**config.mk**
```make
export PLATFORM = sky130hd
export DESIGN_NAME = irqf_top
export DESIGN_NICKNAME = d
export VERILOG_FILES = /design/src/rtl/irqf_pkg.sv /design/src/rtl/irqf_regdec.sv /design/src/rtl/irqf_flag_bank.sv /design/src/rtl/irqf_enable_bank.sv /design/src/rtl/irqf_top.sv
export SDC_FILE = /design/constraint.sdc
export NUM_CORES = 1
export LEC_CHECK = 0
export BUFFER_PORTS_ARGS = -buffer_cell sky130_fd_sc_hd__buf_2
export CAP_MARGIN = 20
export CORE_MARGIN = 4
export CORE_UTILIZATION = 48
export CTS_BUF_LIST = sky130_fd_sc_hd__clkbuf_8 sky130_fd_sc_hd__clkbuf_16
export DETAILED_ROUTE_END_ITERATION = 12
export GPL_TIMING_DRIVEN = 1
export PLACE_DENSITY = 0.77
export SKIP_CTS_REPAIR_TIMING = 1
export SYNTH_ARGS = -nofsm -noshare
export SYNTH_HDL_FRONTEND = slang
export SYNTH_HIERARCHICAL = 1
export SYNTH_SLANG_ARGS = --single-unit
```
**constraint.sdc**
```tcl
create_clock -name clk -period 1.28 [get_ports clk]
set_clock_uncertainty 0.05 [all_clocks]
set_input_delay 0.192 -clock clk [delete_from_list [all_inputs] [get_ports clk]]
set_output_delay 0.192 -clock clk [all_outputs]
set_load 0.1 [all_outputs]
```
**src/rtl/irqf_pkg.sv**
```systemverilog
package irqf_pkg;
    localparam int SEL_W = 2;

    typedef enum logic [SEL_W-1:0] {
        SEL_FLAG  = 2'd0,
        SEL_ENSET = 2'd1,
        SEL_ENCLR = 2'd2,
        SEL_NONE  = 2'd3
    } reg_sel_e;
endpackage

```
**src/rtl/irqf_regdec.sv**
```systemverilog
module irqf_regdec
    import irqf_pkg::*;
(
    input  logic             wr_en,
    input  logic [SEL_W-1:0] addr,
    output reg_sel_e         sel,
    output logic             we_flag_clr,
    output logic             we_en_set,
    output logic             we_en_clr
);
    assign sel = reg_sel_e'(addr);

    always_comb begin
        we_flag_clr = 1'b0;
        we_en_set   = 1'b0;
        we_en_clr   = 1'b0;
        unique case (sel)
            SEL_FLAG:  we_flag_clr = wr_en;
            SEL_ENSET: we_en_set   = wr_en;
            SEL_ENCLR: we_en_clr   = wr_en;
            SEL_NONE:  ;
        endcase
    end
endmodule

```
**src/rtl/irqf_flag_bank.sv**
```systemverilog
module irqf_flag_bank #(
    parameter int N_SRC = 8
) (
    input  logic             clk,
    input  logic             rst_n,
    input  logic [N_SRC-1:0] evt_i,
    input  logic             clr_we,
    input  logic [N_SRC-1:0] clr_mask,
    output logic [N_SRC-1:0] flag_q
);
    for (genvar i = 0; i < N_SRC; i++) begin : g_flag
        always_ff @(posedge clk or negedge rst_n) begin
            if (!rst_n)
                flag_q[i] <= 1'b0;
            else if (evt_i[i])
                flag_q[i] <= 1'b1;           // event beats a same-edge clear
            else if (clr_we && clr_mask[i])
                flag_q[i] <= 1'b0;
        end
    end

    // a set flag is lost only through a software clear
    p_sticky_r2: assert property (@(posedge clk) disable iff (!rst_n)
        $past(rst_n) |->
        ((($past(flag_q) & ~($past(clr_we) ? $past(clr_mask) : '0)) & ~flag_q) == '0));

    // every strobed source shows a set flag after the edge
    p_set_wins_r4: assert property (@(posedge clk) disable iff (!rst_n)
        $past(rst_n) |-> ((flag_q & $past(evt_i)) == $past(evt_i)));
endmodule

```
**src/rtl/irqf_enable_bank.sv**
```systemverilog
module irqf_enable_bank #(
    parameter int N_SRC = 8
) (
    input  logic             clk,
    input  logic             rst_n,
    input  logic             set_we,
    input  logic             clr_we,
    input  logic [N_SRC-1:0] wdata,
    output logic [N_SRC-1:0] en_q
);
    for (genvar i = 0; i < N_SRC; i++) begin : g_en
        always_ff @(posedge clk or negedge rst_n) begin
            if (!rst_n)
                en_q[i] <= 1'b0;
            else if (set_we && wdata[i])
                en_q[i] <= 1'b1;
            else if (clr_we && wdata[i])
                en_q[i] <= 1'b0;
        end
    end

    p_enset_r5: assert property (@(posedge clk) disable iff (!rst_n)
        ($past(rst_n) && $past(set_we)) |-> ((en_q & $past(wdata)) == $past(wdata)));

    p_enclr_r6: assert property (@(posedge clk) disable iff (!rst_n)
        ($past(rst_n) && $past(clr_we)) |-> ((en_q & $past(wdata)) == '0));
endmodule

```
**src/rtl/irqf_top.sv**
```systemverilog
module irqf_top
    import irqf_pkg::*;
#(
    parameter int N_SRC = 8
) (
    input  logic             clk,
    input  logic             rst_n,
    input  logic [N_SRC-1:0] evt_i,
    input  logic             wr_en,
    input  logic             rd_en,
    input  logic [1:0]       addr,
    input  logic [N_SRC-1:0] wdata,
    output logic [N_SRC-1:0] rdata,
    output logic             irq_o
);
    reg_sel_e         sel;
    logic             we_flag_clr;
    logic             we_en_set;
    logic             we_en_clr;
    logic [N_SRC-1:0] flag_w;
    logic [N_SRC-1:0] en_w;

    irqf_regdec u_dec (
        .wr_en       (wr_en),
        .addr        (addr),
        .sel         (sel),
        .we_flag_clr (we_flag_clr),
        .we_en_set   (we_en_set),
        .we_en_clr   (we_en_clr)
    );

    irqf_flag_bank #(.N_SRC(N_SRC)) u_flags (
        .clk      (clk),
        .rst_n    (rst_n),
        .evt_i    (evt_i),
        .clr_we   (we_flag_clr),
        .clr_mask (wdata),
        .flag_q   (flag_w)
    );

    irqf_enable_bank #(.N_SRC(N_SRC)) u_enables (
        .clk    (clk),
        .rst_n  (rst_n),
        .set_we (we_en_set),
        .clr_we (we_en_clr),
        .wdata  (wdata),
        .en_q   (en_w)
    );

    always_comb begin
        rdata = '0;
        if (rd_en) begin
            unique case (sel)
                SEL_FLAG:  rdata = flag_w;
                SEL_ENSET: rdata = en_w;
                SEL_ENCLR: rdata = en_w;
                SEL_NONE:  rdata = '0;
            endcase
        end
    end

    assign irq_o = |(flag_w & en_w);

    // a request rises only after an event or an enable-set write
    p_irq_cause_r8: assert property (@(posedge clk) disable iff (!rst_n)
        ($past(rst_n) && $rose(irq_o)) |->
        (($past(evt_i) != '0) || ($past(wr_en) && ($past(addr) == 2'd1))));
endmodule

```
Word level (Yosys, flattened, before mapping):

Cells that the tools add are included.

* eq/ne operators: 3
* muxes and demuxes: 37
* bitwise gates (word level): 1
* reductions and logical operators: 43

Operators by type and width (number)
* $mux W1: 35
* $reduce_bool A2 Y1: 16
* $logic_and A1 B1 Y1: 24
* $pmux W8 S3: 1
* $and A8 B8 Y8: 1
* $mux W8: 1
* $reduce_or A8 Y1: 1
* $eq A2 B2 Y1 const B: 2
* $eq A2 B1 Y1 const B: 1
* $logic_not A2 Y1: 1
* $reduce_or A2 Y1: 1

* register bits after elaboration: 16
* output and inout port bits: 9

Longest topological paths before layout:

* word-level depth: 5
* mapped depth: 6
* depth with buffers taken out: 4

By module:

The synthesis kept the hierarchy.

Modules (own cells, without submodules)
* irqf_enable_bank: instances 1, cells each 26, area each 312.8 um^2
* irqf_flag_bank: instances 1, cells each 25, area each 297.8 um^2
* irqf_top: instances 1, cells each 34, area each 222.7 um^2
* irqf_regdec: instances 1, cells each 5, area each 45.0 um^2

Least setup slack after synthesis:

Ideal clock, no wire load.

* kind: input to output
* start point: input addr[0]
* end point: output rdata[0]
* arrival: 2.974 ns
* required time: 1.038 ns
* slack: -1.936 ns
* cell stages on the path: 6
* path buffers: 2
* cell sequence: buf_4 -> inv_1 -> ha_1 -> buf_2 -> nand3b_1 -> a21boi_0

* longest elaborated chain between the ends: 4
* elaborated cells on any way between the ends: 7

Ends and longest elaborated chain
* from (decl): RTL line irqf_top.sv:11 `input logic [1:0] addr,`
* $eq A2 B1 Y1 / $eq A2 B2 Y1 (equally long branches): RTL line irqf_top.sv:53 `unique case (sel)`
* $reduce_or A2 Y1 (no line)
* $pmux W8 S3 (*): RTL line irqf_top.sv:53
* $mux W8 (*): RTL line irqf_top.sv:52 `if (rd_en) begin`
* to (decl): RTL line irqf_top.sv:13 `output logic [N_SRC-1:0] rdata,`

Every way passes the cells marked *; elsewhere a longest branch is shown, timed or not.

Worst setup path after layout:

* start point: register u_enables.en_q[1]
* end point: output rdata[1]

* longest elaborated chain between the ends: 2

Ends and longest elaborated chain
* from (decl): RTL line irqf_enable_bank.sv:9 `output logic [N_SRC-1:0] en_q`
* from (signal, indexed assignment): RTL line irqf_enable_bank.sv:14 `en_q[i] <= 1'b0;`
* from (signal, indexed assignment): RTL line irqf_enable_bank.sv:16 `en_q[i] <= 1'b1;`
* from (signal, indexed assignment): RTL line irqf_enable_bank.sv:18 `en_q[i] <= 1'b0;`
* $pmux W8 S3: RTL line irqf_top.sv:53
* $mux W8: RTL line irqf_top.sv:52

Every way passes these cells.

==> metrics.yaml <==
status: "finished with violations"
violations: "setup timing"
yosys_warnings: 6
clockBufferDepth: 2
p_int_uw: 1104
rrSetupSlack_ns: 0.40
cts_sinks: 16
coreArea_mm2: 0.001727
tightest_slew_ns: 0.3620
grt_max_degree: 17
port-buffer-count: 30
cp_slowest_cell: "dfrtp_1"
rsz0062_at_grt: "yes"
clock.fmax_mhz: 682.1
cp_max_fo: 2
switching_share_pct: 34.02
irDropWorstVdd_mv: 0.8531
hp-start: "evt_i[2]"
grt_pass1_wl_um: 3808
boundaryPins: 31
p_switching_uw: 569.2
vias: 843
finalHoldViolations: 0
setup_tns_ns: -1.211
cp_num_buf_inv: 2
post-route-drc-count: 0
synth.avg_cell_area_um2: 9.759
yosysUniqueCellTypes: 16
avgRoutedWirePerCell_um: 15.36
clk_pin_slew_worst_paths_ns: 0.06
fin_cells: 154
rr_worst_depth: 2
via_per_inst: 5.474
die_w_um: 50.78
timing.rr.end: "u_enables/en_q[1]"
area_delta_synth_final_pct: 61.54
drive_above_1_share_pct: 45.74
async_flop_share_pct: 100.0
hold_ws_ns: 0.06141
ys_seq_elements: 16
hold_path_end: "u_flags/flag_q[2]"
sequentialPowerShare_pct: 36.9
placed_cells: 149
wirelength_um: 2365
synth_nets: 113
cp.arrival_ns: 1.22
critPathRequiredTime_ns: 1.04
p_clk_share_pct: 27.1
synth-main-ff-cell: "dfrtp_1"
num_rows: 15
antenna_found_initial: 0
dp_slack_ns: -0.1214
ys_seq_area_share_pct: 45.58
reg2reg_from: "u_enables/en_q[1]"
grt-ovfl-total: 0
p_comb_share_pct: 36.0
leakagePower_uw: 0.0006316
netlist_area_um2: 878.3
cap_violations: 0
ys_top_cells_by_count: "nand2_1, dfrtp_1, a21o_1, a22o_1, nand3b_1"
endpoint_kind: "output pin"
critical_path_class: "reg2out"
relSlewSlack_pct: 75.87
drt_iter0_drc: 12
fillers: 112
cp_top_family: "flip-flops"
first_global_vias: 836
crit_chain: "buf_4 -> nand3b_1 -> a21boi_4 -> buf_12"
setup_slack_ns: -0.1861
cts_root_buffer: "clkbuf_8"
tritoncts: "done"
fin_nets: 153
die_y_um: 50.78
holdPathStages: 2
clkLatencyLatePin_ns: 0.25
globalplace.congestion: 0.7886
h-tree-depth: 1
setup_viol: 9
drt_pass1_iterations: 4
drv_slew: 0
die-area_mm2: 0.002578
post-route-period-util_pct: 114.5
syn-instance-count: 90
hold_path_class: "in2reg"
cp-start-kind: "flip-flop"
yosysMostFrequentCell: "nand2_1"
groute.usage.overall_pct: 20.33
hpwl_um: 1767
yosys.area.top_type_share_pct: 45.58
p_total_uw: 1673
drtAntennaViolNets: 0
diodes: 0
start_util_pct: 50.87
power.density_mw_per_mm2: 1179
cts-buffers-inserted: 3
synth-edff-count: 0
slowest_delay_ns: 0.37
synth_area_leaders: "dfrtp_1, nand2_1, a22o_1, a21o_1, nand3b_1"
period_needed_ns: 1.466
yosys.area.top_type: "dfrtp_1"
worst register-to-register path: stages, from the launching register on:
cell and delay (ns):
dfrtp_1 0.40, buf_4 0.14, a22o_1 0.18
power groups by stage:
stage	combinational, uW	sequential (uW)	clock [uW]
after detailed placement	590	619	0
after global placement	576	617	0
final	602	617	453
after floorplan	385	607	0
after global routing	636	624	484
after CTS	591	610	462
per-stage QoR:
stage | util (%) | area (um^2)
after floorplan | - | 994.7
after global placement | 76.09 | 1314
after detailed placement | 76.09 | 1314
after CTS | 79.28 | 1369
after global routing | 82.17 | 1419
final | 82.17 | 1419
final cells by class:
cell class / instances / area [um^2] / share of cell area, %
repair buffers: 42 / 392.9 / 27.69
clock buffers: 4 / 55.05 / 3.880
multi-input cells: 65 / 531.8 / 37.48
inverters: 2 / 7.507 / 0.5291
well taps: 25 / 31.28 / 2.205
flip-flops and latches: 16 / 400.4 / 28.22
how the worst max path moves through the flow:
stage	from	to	slack, ns	cells after the start
6_report	u_enables/en_q[1]	rdata[1]	-0.19	4
3_5_place_dp	addr[1]	rdata[0]	-0.12	6
5_1_grt	u_enables/en_q[1]	rdata[1]	-0.25	4
4_1_cts	u_flags/flag_q[1]	irq_o	-0.27	3
3_3_place_gp	addr[0]	rdata[0]	-0.09	6
2_1_floorplan	u_enables/en_q[6]	irq_o	-0.43	2
flip-flops by register name, indices dropped and copies added, names as in the netlist:
register / flops
u_enables/en_q: 8
u_flags/flag_q: 8
layer usage:
layer | GRT usage, % | share of wire (%) | vias up
li1 | - | - | 397
met1 | 24.02 | 41 | 417
met2 | 34.57 | 52 | 25
met3 | 6.528 | 5.5 | 4
met4 | 6.726 | 1.4 | 0
met5 | 0 | 0 | -
cells in the final DEF, fill, tap and decap left out, drive strengths merged:
master,netlist,final
buf,7,41
a22oi,4,4
clkbuf,0,4
dlygate4sd3,0,1
ha,1,1
and3b,2,2
inv,2,2
nand4,1,1
nor3b,1,1
a21o,8,8
a22o,8,8
nand3b,8,8
nand2,24,24
a21boi,8,8
dfrtp,16,16
logic make-up after synthesis:
group	share of synthesized area (%)
AO/OA/AOI/OAI	25.07
AND/OR/NAND/NOR	21.23
adder cells (fa/ha/maj)	1.424
flip-flops	45.58
buffers and inverters	6.696
Note: power is estimated with default switching activity, not from simulation.
